===== src/rtl/ssdec_pkg.sv =====
package ssdec_pkg;

    typedef enum logic [2:0] {
        OP_NONE   = 3'd0,
        OP_MOP    = 3'd1,
        OP_PUSH   = 3'd2,
        OP_POPCHK = 3'd3,
        OP_RDSSP  = 3'd4,
        OP_SWAP   = 3'd5
    } ss_op_e;

    typedef struct packed {
        ss_op_e     op;
        logic [4:0] link;
        logic [4:0] dest;
        logic       wide;
        logic       illegal;
    } ss_dec_t;

    localparam logic [6:0] OPC_SYSTEM = 7'b1110011;
    localparam logic [6:0] OPC_AMO    = 7'b0101111;
    localparam logic [2:0] F3_MOP     = 3'b100;
    localparam logic [4:0] F5_SSSWAP  = 5'b01001;
    localparam logic [2:0] F3_WORD    = 3'b010;
    localparam logic [2:0] F3_DWORD   = 3'b011;
    localparam logic [4:0] REG_RA     = 5'd1;
    localparam logic [4:0] REG_ALT    = 5'd5;

    localparam ss_dec_t DEC_EMPTY = '{op: OP_NONE, link: 5'd0, dest: 5'd0,
                                      wide: 1'b0, illegal: 1'b0};

endpackage


===== src/rtl/ssdec_wide.sv =====
module ssdec_wide
    import ssdec_pkg::*;
#(
    parameter int R_SLOT  = 28,
    parameter int RR_SLOT = 7
) (
    input  logic [31:0] instr,
    input  logic        ss_active,
    output ss_dec_t     res
);
    localparam logic [4:0] R_ID  = 5'(R_SLOT);
    localparam logic [2:0] RR_ID = 3'(RR_SLOT);

    typedef enum logic [1:0] {
        FORM_NONE,
        FORM_R,
        FORM_RR
    } mop_form_e;

    logic [4:0] rd, rs1, rs2;
    logic [4:0] slot_r;
    logic [2:0] slot_rr;
    logic       sys_mop;
    logic       link_rs1, link_rs2;
    mop_form_e  form;

    assign rd      = instr[11:7];
    assign rs1     = instr[19:15];
    assign rs2     = instr[24:20];
    assign slot_r  = {instr[30], instr[27:26], instr[21:20]};
    assign slot_rr = {instr[30], instr[27:26]};
    assign sys_mop = (instr[6:0] == OPC_SYSTEM) && (instr[14:12] == F3_MOP)
                   && instr[31] && (instr[29:28] == 2'b00);

    assign link_rs1 = (rs1 == REG_RA) || (rs1 == REG_ALT);
    assign link_rs2 = (rs2 == REG_RA) || (rs2 == REG_ALT);

    always_comb begin
        form = FORM_NONE;
        if (sys_mop && instr[25])
            form = FORM_RR;
        else if (sys_mop && (instr[25:22] == 4'b0111))
            form = FORM_R;
    end

    always_comb begin
        res = DEC_EMPTY;
        unique case (form)
            FORM_R: begin
                res.op   = OP_MOP;
                res.dest = rd;
                if (ss_active && (slot_r == R_ID)) begin
                    if ((rd == 5'd0) && link_rs1) begin
                        res.op   = OP_POPCHK;
                        res.link = rs1;
                        res.dest = 5'd0;
                    end else if ((rs1 == 5'd0) && (rd != 5'd0)) begin
                        res.op   = OP_RDSSP;
                    end
                end
            end
            FORM_RR: begin
                res.op   = OP_MOP;
                res.dest = rd;
                if (ss_active && (slot_rr == RR_ID) && (rd == 5'd0)
                    && (rs1 == 5'd0) && link_rs2) begin
                    res.op   = OP_PUSH;
                    res.link = rs2;
                end
            end
            default: res = DEC_EMPTY;
        endcase
    end
endmodule


===== src/rtl/ssdec_narrow.sv =====
module ssdec_narrow
    import ssdec_pkg::*;
(
    input  logic [15:0] instr,
    input  logic        ss_active,
    output ss_dec_t     res
);
    logic [4:0] field;
    logic       cmop;

    assign field = instr[11:7];
    assign cmop  = (instr[1:0] == 2'b01) && (instr[15:13] == 3'b011)
                 && !instr[12] && (instr[6:2] == 5'd0)
                 && ((field & 5'b10001) == 5'b00001);

    always_comb begin
        res = DEC_EMPTY;
        if (cmop) begin
            res.op = OP_MOP;
            if (ss_active && (field == REG_RA)) begin
                res.op   = OP_PUSH;
                res.link = REG_RA;
            end else if (ss_active && (field == REG_ALT)) begin
                res.op   = OP_POPCHK;
                res.link = REG_ALT;
            end
        end
    end
endmodule


===== src/rtl/ssdec_swap.sv =====
module ssdec_swap
    import ssdec_pkg::*;
#(
    parameter int XLEN       = 64,
    parameter bit HAS_ATOMIC = 1'b1
) (
    input  logic [6:0] opcode,
    input  logic [4:0] funct5,
    input  logic [2:0] funct3,
    input  logic [4:0] rd,
    input  logic       ss_active,
    output ss_dec_t    res
);
    logic is_word, is_dword, hit, size_ok;

    assign hit      = (opcode == OPC_AMO) && (funct5 == F5_SSSWAP);
    assign is_word  = hit && (funct3 == F3_WORD);
    assign is_dword = hit && (funct3 == F3_DWORD);

    generate
        if (XLEN == 64) begin : g_x64
            assign size_ok = is_word || is_dword;
        end else begin : g_x32
            assign size_ok = is_word;
        end
    endgenerate

    always_comb begin
        res = DEC_EMPTY;
        if (is_word || is_dword) begin
            if (HAS_ATOMIC && ss_active && size_ok) begin
                res.op   = OP_SWAP;
                res.dest = rd;
                res.wide = is_dword;
            end else begin
                res.illegal = 1'b1;
            end
        end
    end
endmodule


===== src/rtl/ssdec_top.sv =====
module ssdec_top
    import ssdec_pkg::*;
#(
    parameter int XLEN       = 64,
    parameter bit HAS_ATOMIC = 1'b1,
    parameter int R_SLOT     = 28,
    parameter int RR_SLOT    = 7
) (
    input  logic [31:0] instr,
    input  logic        ss_active,
    output logic [2:0]  op_kind,
    output logic [4:0]  link_reg,
    output logic [4:0]  dest_reg,
    output logic        swap_dword,
    output logic        illegal
);
    typedef enum logic [1:0] {
        SRC_NARROW,
        SRC_WIDE,
        SRC_SWAP
    } src_e;

    ss_dec_t res_wide, res_narrow, res_swap, res_sel;
    src_e    src;

    ssdec_wide #(.R_SLOT(R_SLOT), .RR_SLOT(RR_SLOT)) u_wide (
        .instr     (instr),
        .ss_active (ss_active),
        .res       (res_wide)
    );

    ssdec_narrow u_narrow (
        .instr     (instr[15:0]),
        .ss_active (ss_active),
        .res       (res_narrow)
    );

    ssdec_swap #(.XLEN(XLEN), .HAS_ATOMIC(HAS_ATOMIC)) u_swap (
        .opcode    (instr[6:0]),
        .funct5    (instr[31:27]),
        .funct3    (instr[14:12]),
        .rd        (instr[11:7]),
        .ss_active (ss_active),
        .res       (res_swap)
    );

    always_comb begin
        if (instr[1:0] != 2'b11)
            src = SRC_NARROW;
        else if (res_wide.op != OP_NONE)
            src = SRC_WIDE;
        else
            src = SRC_SWAP;
    end

    always_comb begin
        unique case (src)
            SRC_NARROW: res_sel = res_narrow;
            SRC_WIDE:   res_sel = res_wide;
            SRC_SWAP:   res_sel = res_swap;
            default:    res_sel = DEC_EMPTY;
        endcase
    end

    assign op_kind    = res_sel.op;
    assign link_reg   = res_sel.link;
    assign dest_reg   = res_sel.dest;
    assign swap_dword = res_sel.wide;
    assign illegal    = res_sel.illegal;
endmodule


===== config.mk =====
export PLATFORM = sky130hd
export DESIGN_NAME = ssdec_top
export DESIGN_NICKNAME = d
export VERILOG_FILES = /design/src/rtl/ssdec_pkg.sv /design/src/rtl/ssdec_wide.sv /design/src/rtl/ssdec_narrow.sv /design/src/rtl/ssdec_swap.sv /design/src/rtl/ssdec_top.sv
export SDC_FILE = /design/constraint.sdc
export NUM_CORES = 1
export LEC_CHECK = 0
export ABC_AREA = 1
export CAP_MARGIN = 20
export CORE_ASPECT_RATIO = 0.9
export CORE_MARGIN = 2
export CORE_UTILIZATION = 35
export DETAILED_ROUTE_END_ITERATION = 10
export PLACE_DENSITY = 0.89
export SLEW_MARGIN = 0
export SYNTH_ARGS = -nofsm -noshare
export SYNTH_HDL_FRONTEND = slang
export SYNTH_SLANG_ARGS = --single-unit

===== constraint.sdc =====
create_clock -name vclk -period 2.4
set_clock_uncertainty 0.2 [all_clocks]
set_input_delay 0.48 -clock vclk [all_inputs]
set_output_delay 0.48 -clock vclk [all_outputs]
set_load 0.05 [all_outputs]

==> flow_summary.toml, run 1 <==
[synthesis]
syn_area_per_cell_um2 = 5.09
synth-seq-area-share_pct = 0
synth_cell_types = 19
syn_inst = 101
syn_area_um2 = 514
yosys_warnings = 0

[clocking]
post-cts-setup-buffers = 10
ctsHoldBuffers = 0
cts_resized = 125

[die]
start_util_pct = 36.3
fp.dieH_um = 40.4
fp.dieW_um = 44.4
io_pins = 48
num_rows = 13

[placed_design]
place_hpwl_mm = 2.14
gp_congestion = 0.938
placed_cell_area_um2 = 1200
io_buffer_count = 45

[status]
outcome = "did not finish"
error_line = "[ERROR DPL-0038] Utilization greater than 100%, impossible to legalize"
stop_stage = "4_1_cts"
[cells in the mapped netlist (all sizes together)]
cell    count  area [um2]
conb        1        3.75
inv        17        63.8
nor3        3        25.0
nand2      23        96.3
buf         3        22.5
a31oi       1        6.26
nor2       26         125
o21ai       1        5.00
a21oi       4        20.0
nand3b      2        15.0
nand3      13        85.1
nand4       5        31.3
a21boi      2        15.0
[logic make-up after synthesis]
logic type             synth area share [%]
and+or+nand+nor                        73.5
other                                 0.729
AOI/OAI and AO/OA                      9.00
buffers and inverters                  16.8
[per-stage QoR]
stage / hold WS [ps] / instances / TNS (ps) / setup slack (ps)
after detailed placement: 1500 / 173 / -3920 / -408
after global placement: 1480 / 173 / -2800 / -313
after floorplan: 936 / 103 / -556 / -137
==> run 2, diff against run 1 <==
--- a/config.mk
+++ b/config.mk
@@ -7,11 +7,10 @@
 export LEC_CHECK = 0
 export ABC_AREA = 1
 export CAP_MARGIN = 20
-export CORE_ASPECT_RATIO = 0.9
-export CORE_MARGIN = 2
-export CORE_UTILIZATION = 35
+export CORE_AREA = 2 2 63 65
 export DETAILED_ROUTE_END_ITERATION = 10
-export PLACE_DENSITY = 0.89
+export DIE_AREA = 0 0 65 67
+export PLACE_DENSITY_LB_ADDON = 0.15
 export SLEW_MARGIN = 0
 export SYNTH_ARGS = -nofsm -noshare
 export SYNTH_HDL_FRONTEND = slang
==> flow_summary.toml, run 2 <==
[status]
outcome = "finished, final reports clean"

[job]
max_cap_viol_count = 0

[detailed_routing]
viasPerCell = 4.06
wire_per_inst_um = 11.0
firstDrtPassIters = 3
drc_errors = 0
dr_total_vias = 910
wl_mm = 2.46
ant_nets = 0
drt_iter0_drc = 16

[grt]
antenna_found_initial = 0
grt_max_degree = 6
grt_pass1_wl_mm = 4.04
track_usage_pct = 11.2
overflow = 0
grt_pass1_vias = 932

[critical_path]
critPathLaunchType = "input port"
cp_slowest_cell = "dlygate4sd2_1"
slowest_delay_ps = 200
critical_path_class = "input port to output pin"
cp-end-kind = "output pin"
critical_path_required_ps = 1720
endpoint = "link_reg[2]"
crit_path_max_fanout = 3
cp.arrival_ps = 1660
critical_path.startpoint = "instr[30]"
crit_chain = "dlygate4sd2_1 -> nand2_2 -> inv_2 -> nand2_2 -> nor2_4 -> nand3_2 -> nor2_4 -> buf_6 -> nand2_1 -> nand3_2 -> buf_12"

[synthesis]
yosys-top-cells-area = "nand2_1 (14%), nor2_1 (14%), inv_1 (11%)"
syn_area_per_cell_um2 = 5.09
yosys_warnings = 0
syn_area_um2 = 514
syn_inst = 101
synth_commonest_cells = "nand2_1 (19), nor2_1 (19), inv_1 (15)"
yosysTopAreaCellShare_pct = 13.9
synth-seq-area-share_pct = 0
synth_cell_types = 19
synth_top_cell_by_area = "nand2_1"

[final_layout]
final_common_cell = "buf_4"
clkbuf_count = 0
final_core_util_pct = 44.0
n_antenna_cell = 0
final_cell_mix = "buf_4 (25), nand2_2 (13), buf_12 (13)"
area_delta_synth_final_pct = 208
register_area_um2 = 0
drive_gt1_share_pct = 72.7
fin_nets = 211
seq_cells = 0
fillCellCount = 392
postLayoutCellArea_um2 = 1590

[placed_design]
placed_cell_area_um2 = 1280
io_buffer_count = 45
place_hpwl_mm = 1.90
gp_congestion = 0.803

[pwr]
powerDensity_nw_per_um2 = 92.0
vdd_drop_max_v = 0.0000256
leakagePower_nw = 0.678

[sta]
slew_violations = 0
period_minus_slack_ps = 2340
timing.final.crit_share_pct = 97.5
setup_viol = 0
clock.fmax_mhz = 427
hold_viol_final = 0

[worst_hold_path]
hp-start = "instr[12]"
hold_path.class = "input port to output pin"

[die]
start_util_pct = 14.3
num_rows = 22
fp.dieH_um = 67
fp.dieW_um = 65
io_pins = 48
die-area_um2 = 4360
core_um2 = 3610

[clocking]
ctsHoldBuffers = 0
-- run 2: logic make-up (layout without fill, tap and decap cells) --
kind of cell,count (synthesis),count (layout),share of synthesized area [%]
simple gates,72,72,73.5
buf+inv,20,93,16.8
compound gates,8,8,9.00
other cells,1,3,0.729
-- run 2: repair_timing --
item                       in CTS  in global routing
resized for setup             106                 45
buffers inserted                9                  4
pin swaps                      49                 41
setup endpoints to repair      12                 12
-- run 2: area by class of cell --
type	count	area [um2]	area share (%)
tap	48	60.1	3.79
timing repair buffer	76	739	46.6
inverter	17	66.3	4.18
multi-input combinational	83	719	45.4
-- run 2: power by group --
part	total [W]	internal, W	switching (W)	leakage [nW]
registers	0	0	0	0
clock network	0	0	0	0
logic	0.000146	0.0000681	0.0000778	0.678
total	0.000146	0.0000681	0.0000778	0.678
-- run 2: worst min-delay path by stage --
stage          depth (start not counted)    endpoint  slack [ps]
6_report                               4  swap_dword        1150
5_1_grt                                4  swap_dword        1160
4_1_cts                                4  swap_dword        1190
3_5_place_dp                           4  swap_dword        1480
3_3_place_gp                           4  swap_dword        1490
2_1_floorplan                          1     illegal         940
-- run 2: metrics by stage --
| stage | std cells | power [W] | setup slack (ps) | setup TNS (ps) | hold WS (ps) |
|---|---|---|---|---|---|
| 2_1_floorplan | 103 | 0.0000470 | -137 | -556 | 936 |
| 3_3_place_gp | 212 | 0.000134 | -351 | -3390 | 1490 |
| 3_5_place_dp | 212 | 0.000134 | -373 | -3410 | 1480 |
| 4_1_cts | 221 | 0.000145 | 2.31 | 0 | 1190 |
| 5_1_grt | 224 | 0.000158 | -14.8 | -21.3 | 1160 |
| 6_report | 224 | 0.000146 | 60.5 | 0 | 1150 |
-- run 2: layer usage --
metal  global-route usage [%]  wire length [um]  share of wire [%]
met2                     21.9              1400                 57
met3                     1.18               120                4.9
met5                        0                 0                  0
met1                     13.6               937                 38
met4                    0.532                 0                  0
-- run 2: critical path, delay by kind of cell --
| kind | cells | cell delay (ps) |
|---|---|---|
| simple gates | 7 | 660 |
| buf+inv | 4 | 520 |
Note: power is estimated with default switching activity, not from simulation.
